## src/rtl/sector_wr_seq.sv

```systemverilog
module sector_wr_seq #(
  parameter int W           = 16,
  parameter int FRAME_WRITE = 130,
  parameter int FRAME_READ  = 129,
  parameter logic [W-1:0] POLY = 16'h1021,
  parameter logic [W-1:0] SEED = 16'hFFFF
) (
  input  logic         clk,
  input  logic         rst_n,
  input  logic         start,
  input  logic         op_write,
  input  logic [W-1:0] host_word,
  input  logic         host_valid,
  input  logic         xfer_done,
  input  logic         word_stb,
  output logic [W-1:0] wr_word,
  output logic         wr_en,
  output logic         buf_release,
  output logic         sector_done
);
  localparam int CW = $clog2(FRAME_WRITE + 1);
  localparam logic [CW-1:0] LOAD_WR = CW'(FRAME_WRITE);
  localparam logic [CW-1:0] LOAD_RD = CW'(FRAME_READ);
  localparam logic [CW-1:0] K_CRC   = CW'(2);
  localparam logic [CW-1:0] K_LAST  = CW'(3);

  function automatic logic [W-1:0] crc_step(input logic [W-1:0] c, input logic [W-1:0] d);
    logic [W-1:0] r;
    r = c;
    for (int i = W - 1; i >= 0; i--) begin
      if (r[W-1] ^ d[i]) r = (r << 1) ^ POLY;
      else               r = r << 1;
    end
    return r;
  endfunction

  logic          busy, wmode;
  logic [CW-1:0] cnt;
  logic [W-1:0]  crc;

  wire [CW-1:0] nxt    = cnt - 1'b1;
  wire [W-1:0]  data_w = xfer_done ? '0 : host_word;
  wire          slot   = busy && word_stb;

  always_ff @(posedge clk or negedge rst_n) begin
    if (!rst_n) begin
      busy        <= 1'b0;
      wmode       <= 1'b0;
      cnt         <= '0;
      crc         <= SEED;
      wr_word     <= '0;
      wr_en       <= 1'b0;
      buf_release <= 1'b0;
      sector_done <= 1'b0;
    end else begin
      buf_release <= 1'b0;
      sector_done <= 1'b0;
      if (start) begin
        busy    <= 1'b1;
        wmode   <= op_write;
        cnt     <= op_write ? LOAD_WR : LOAD_RD;
        crc     <= SEED;
        wr_en   <= 1'b0;
        wr_word <= '0;
      end else if (slot) begin
        cnt <= nxt;
        if (nxt == '0) begin
          busy        <= 1'b0;
          wr_en       <= 1'b0;
          wr_word     <= '0;
          sector_done <= 1'b1;
        end else if (wmode) begin
          wr_en <= 1'b1;
          if (nxt > K_CRC) begin
            wr_word     <= data_w;
            crc         <= crc_step(crc, data_w);
            buf_release <= (nxt > K_LAST) && !xfer_done && host_valid;
          end else if (nxt == K_CRC) begin
            wr_word <= crc;
          end else begin
            wr_word <= '0;
          end
        end
      end
    end
  end
endmodule


```

## config.mk

```make
export PLATFORM = sky130hd
export DESIGN_NAME = sector_wr_seq
export DESIGN_NICKNAME = d
export VERILOG_FILES = /design/src/rtl/sector_wr_seq.sv
export SDC_FILE = /design/constraint.sdc
export NUM_CORES = 1
export LEC_CHECK = 0
export ABC_AREA = 0
export BUFFER_PORTS_ARGS = -buffer_cell sky130_fd_sc_hd__clkbuf_2
export CORE_MARGIN = 5
export CORE_UTILIZATION = 62
export DETAILED_ROUTE_END_ITERATION = 16
export PLACE_DENSITY = 0.86
export SYNTH_ARGS = -nofsm -noshare
export SYNTH_HDL_FRONTEND = slang
export SYNTH_SLANG_ARGS = --single-unit
export TNS_END_PERCENT = 100
```

## constraint.sdc

```tcl
create_clock -name clk -period 7.1 [get_ports clk]
set_clock_uncertainty 0.05 [all_clocks]
set_input_delay 2.13 -clock clk [delete_from_list [all_inputs] [get_ports clk]]
set_output_delay 2.13 -clock clk [all_outputs]
set_load 0.005 [all_outputs]
```

## After elaboration in Yosys (flattened, before gate mapping)

Cells that the tools add are included.

| cells by class | value |
|---|---|
| add/subtract/negate cells | 1 |
| magnitude comparators | 2 |
| equal/unequal tests | 2 |
| multiplexer cells | 121 |
| bitwise logic cells | 32 |
| reduce and logical (&&, ||, !) cells | 13 |

Operators with widths:

| cell | count |
|---|---|
| 2-to-1 mux 16 bit | 87 |
| 2-to-1 mux 13 bit | 16 |
| NOT 3 bit | 16 |
| greater-than comparator 8 x 2 -> 1 bit (second input constant) | 2 |
| 2-to-1 mux 8 bit | 2 |
| XOR 1 bit | 16 |
| 2-to-1 mux 1 bit | 15 |
| equality test 8 x 2 -> 1 bit (second input constant) | 1 |
| zero test 8 bit | 1 |
| nonzero test 2 bit | 4 |
| subtractor 8 x 1 -> 8 bit (second input constant) | 1 |
| AND reduction 2 bit | 2 |
| AND reduction 4 bit | 1 |
| logical AND 1 bit | 3 |
| nonzero test 3 bit | 1 |
| 2-to-1 mux 2 bit | 1 |
| inequality test 2 bit (second input constant) | 1 |
| zero test 1 bit | 1 |

| word-level totals | value |
|---|---|
| register bits after elaboration | 45 |
| input bits | 23 |
| output and inout bits | 19 |
| logic and storage cells | 179 |

## Depth between registers and ports, before layout

| logic depth | value |
|---|---|
| depth in word-level cells | 113 |
| gate-level depth with buffers | 10 |
| mapped depth without buffers | 9 |

## Least setup slack after synthesis

Ideal clock, no wire load.

| timing | value |
|---|---|
| path type | in2reg |
| from | input port xfer_done |
| to | register crc[13] |
| setup time | 88 ps |
| data arrival time | 3745 ps |
| data required time | 6962 ps |
| slack | 3217 ps |
| stages on the path | 7 |
| cell sequence | buf_2 -> nor2_1 -> xnor2_2 -> xnor3_2 -> xnor2_1 -> o21ai_0 -> or3b_1 |

| between the ends | value |
|---|---|
| cells in the longest elaborated chain, start to end | 87 |
| elaborated cells between the ends (all ways) | 93 |
| classes of those cells | 84 x mux; 9 x bitwise |

RTL lines:

| item | line | text |
|---|---|---|
| from (decl) | 14 | `input logic xfer_done,` |
| 2-to-1 mux 16 bit (*) | 42 | `wire [W-1:0] data_w = xfer_done ? '0 : host_word;` |
| XOR 1 bit | 31 | `if (r[W-1] ^ d[i]) r = (r << 1) ^ POLY;` |
| 2-to-1 mux 13 bit | 31 |  |
| 2-to-1 mux 16 bit | 74 | `if (nxt > K_CRC) begin` |
| 2-to-1 mux 16 bit | 72 | `end else if (wmode) begin` |
| 2-to-1 mux 16 bit | 67 | `if (nxt == '0) begin` |
| 2-to-1 mux 16 bit | 65 | `end else if (slot) begin` |
| 2-to-1 mux 16 bit | 58 | `if (start) begin` |
| [... 71 more ...] | - |  |
| 2-to-1 mux 16 bit (*) | 67 |  |
| 2-to-1 mux 16 bit (*) | 65 |  |
| 2-to-1 mux 16 bit (*) | 58 |  |
| 2-to-1 mux 16 bit (*) | 74 |  |
| 2-to-1 mux 16 bit (*) | 72 |  |
| 2-to-1 mux 16 bit (*) | 67 |  |
| 2-to-1 mux 16 bit (*) | 65 |  |
| 2-to-1 mux 16 bit (*) | 58 |  |
| to (signal assigned) | 76 | `crc <= crc_step(crc, data_w);` |
| to (decl) | 39 | `logic [W-1:0] crc;` |

Mark *: on every way between the ends. The rest lies on a longest branch, timed or not. The select of a mux whose other input is x is not followed.
A chain may end at the register's enable or synchronous reset.

## Worst setup path in the final report

Ends and elaborated chain as after synthesis.

==> metrics.md <==
| Metric | Value |
|---|---|
| Antenna diode count | 0 |
| Result of the run | completed |
| 1st-pass router iterations | 5 |
| Detailed Place HPWL | roughly 4800 µm |
| Total track usage | 0.226 |
| RR Startpoint | cnt[0]$_DFFE_PN0N_ |
| Hold Path Sink | wr_word[9]$_DFFE_PN0P_ |
| Drt first-iter violations | 129 |
| Worst reg2reg path endpoint | crc[2]$_DFFE_PN1P_ |
| Max-slew headroom | 0.187 |
| Crit-path slowest cell | xnor3_2 |
| Tightest Hold Check Type | reg2reg |
| Final worst-path cycle share | 0.549 |
| Top-count cell post-synth | xnor2_1 |
| Minimum clock period | between 3 and 4 ns |
| Post-synth top cells | xnor2_1 (33), dfrtp_1 (29), nor2_1 (23) |
| DR WL/cell | 18.1 µm |
| Synth Instances | 268 |
| Num rows | 24 |
| Synth Flop Type | dfrtp_1 |
| Fraction of layout cells with a size suffix above 1 | 0.266 |
| CTS Sinks | 45 |
| Final hold vios | 0 |
| # DRC | 0 |
| Critical path required time | 7.28 ns |
| Setup TNS | 0 ns |
| VDD IR max | 0.000202 V |
| Reg2Reg Setup Slack | between 4 and 5 ns |
| Post-CTS Hold Fix Bufs | 0 |
| Cell area power density | 420 nW/µm² |
| Finish-stage setup viols | 0 |
| Initial antenna violation count | 0 |
| Unrepaired setup endpoints after global routing | false |
| I/O pin cnt | 42 |
| CORE AREA | 4410 µm² |
| Vias in the first global route | 2206 |
| Area growth syn-to-layout | 11.3% |
| Clk_lat worst skew | 0.30 ns |
| Share of the synthesized area in the top cell type | 0.255 |
| Cell taking the most area after synthesis | dfrtp_1 |
| # H-tree levels | 2 |
| Initial Util | 0.644 |
| Cell Chain, Critical Path | clkbuf_2 > nor2_1 > xnor2_2 > xnor3_2 > xnor2_1 > o21ai_0 > or3b_1 |
| Worst-path fanout max | 18 |
| Die X-Extent | 77.7 µm |
| Post-synth EDFFs | 0 |
| CTS Buf Count | 5 |
| Leak | 1.36 nW |
| Fin. max-slew vios | 0 |
| Pin count of the biggest net entering global routing | between 40 and 50 |
| Reg2Reg Depth | 8 |
| Total congestion overflow | 0 |
| Synth area leaders | dfrtp_1 (26%), dfstp_2 (15%), xnor2_1 (10%), xor2_1 (5.9%), o2bb2ai_1 (4.9%) |
| Routed WL | approximately 6500 µm |
| Max frequency | 256 MHz |
| Yosys warns | 0 |
| Via density | 6.05 |
| Clock-pin slew on the worst setup and hold paths | 0.09 ns |
| Worst setup SP type | input port |
| Cell variety after synth | 44 |
| Maximum capacitance violations | 0 |
| Clock Path Buffers | 2 |
| Endpoint type of the worst setup path | flop |
| Setup repair bufs after CTS | 0 |
| CTS tree | done |
| Filler cells | ~330 |
| Avg Inst Size Synth | 10.6 µm² |
| Post-Syn Nets | slightly below 300 |
| Sequential cell area fraction in the yosys report | 0.403 |
| Pwr Total | 1.33 mW |
| Post-synth ARST share | 1.00 |
| Synth Register Bits | 45 |
| First-pass GRT wire length | 11000 µm |
| RePlAce Congestion | 0.936 |
| Nets | 330 |
| Port Buffers | 41 |
| Max stage delay on crit path | 0.53 ns |
| Worst hold path stage count | 1 |
| Post-DRT Antenna Nets | 0 |
| Clock tree root driver cell | clkbuf_8 |
| WP data arrival | 4.08 ns |
| WS Path Type | in2reg |
| Hold_sp | wr_word[9]$_DFFE_PN0P_ |
| Die H | between 70 and 80 µm |
| Synth Cell Area | 2840 µm² |
| # resized after CTS | 0 |
| Die area | 6040 µm² |
| Worst-Margin Slew | 1.22 ns |
| Vias | 2155 |
kinds of logic (layout without fill, tap and decap cells):
| group | after synthesis | count (layout) | share of synthesized area |
|---|---|---|---|
| AND/OR/NAND/NOR | 72 | 72 | 0.136 |
| AO/OA/AOI/OAI | 66 | 66 | 0.172 |
| XOR/XNOR | 63 | 63 | 0.242 |
| flip-flops | 45 | 45 | 0.403 |
| buffers and inverters | 18 | 54 | 0.0295 |
| adder cells (fa/ha/maj) | 4 | 4 | 0.0176 |
worst max-delay path by stage:
stage              start             endpoint  cells after the start
6_report       xfer_done  crc[13]$_DFFE_PN1P_                      7
5_1_grt        xfer_done  crc[13]$_DFFE_PN1P_                      7
4_1_cts        xfer_done  crc[13]$_DFFE_PN1P_                      7
3_5_place_dp   xfer_done  crc[13]$_DFFE_PN1P_                      7
3_3_place_gp   xfer_done  crc[13]$_DFFE_PN1P_                      7
2_1_floorplan  xfer_done  crc[13]$_DFFE_PN1P_                      7
power breakdown:
group / total, mW / switching, mW / internal (mW)
Sequential: 0.384 / 0.0574 / 0.327
Combinational: 0.749 / 0.370 / 0.379
Clock: 0.195 / 0.0895 / 0.106
final cells by class:
cell class                      count  area [µm²]  area share
Multi-Input combinational cell    205        1610       0.510
Timing Repair Buffer               42         213      0.0673
Clock inverter                      2        38.8      0.0123
Tap cell                           52        65.1      0.0206
Clock buffer                        6        72.6      0.0230
Sequential cell                    45        1150       0.362
Inverter                            4        15.0     0.00475
metrics by stage:
stage	hold slack (ns)	instances	cell area [µm²]	setup WS [ns]	utilization
after floorplan	0.415	268	2840	3.22	-
after global placement	0.422	348	3050	2.98	0.691
after detailed placement	0.423	348	3050	2.88	0.691
after CTS	0.449	356	3160	3.20	0.716
after global routing	0.472	356	3160	3.08	0.716
final	0.446	356	3160	3.20	0.716
sequential cells by signal, indices dropped and copies added (netlist names):
| name | cells |
|---|---|
| buf_release | 1 |
| wr_word | 16 |
| busy | 1 |
| cnt | 8 |
| wmode | 1 |
| sector_done | 1 |
| crc | 16 |
| wr_en | 1 |
placed cells by master, fill, tap and decap left out, drive strengths merged, types with 2 or more instances in the layout:
master	n
and3	2
a22oi	16
ha	4
a21oi	10
nor2	26
nand2b	4
nand2	9
nor3	9
xnor3	6
o21a	3
clkbuf	47
xnor2	38
nand3	3
a21o	3
nor2b	7
or3	3
o2bb2ai	16
dfstp	16
or3b	4
o22a	5
dfrtp	29
inv	4
a211oi	2
xor2	19
o21ai	7
worst max-delay path: cells and delay by family:
family	cells	cell delay [ns]
AND/OR/NAND/NOR	2	0.51
AO/OA/AOI/OAI	1	0.14
buffers and inverters	1	0.33
XOR/XNOR	3	0.98
routing by layer:
layer	vias up	wire length (µm)	global-route usage
met3	10	441	0.0475
li1	1012	-	-
met1	1042	2910	0.325
met2	91	3000	0.347
met5	-	0	0
met4	0	105	0.0653
Power figures use the tool's default switching activity.
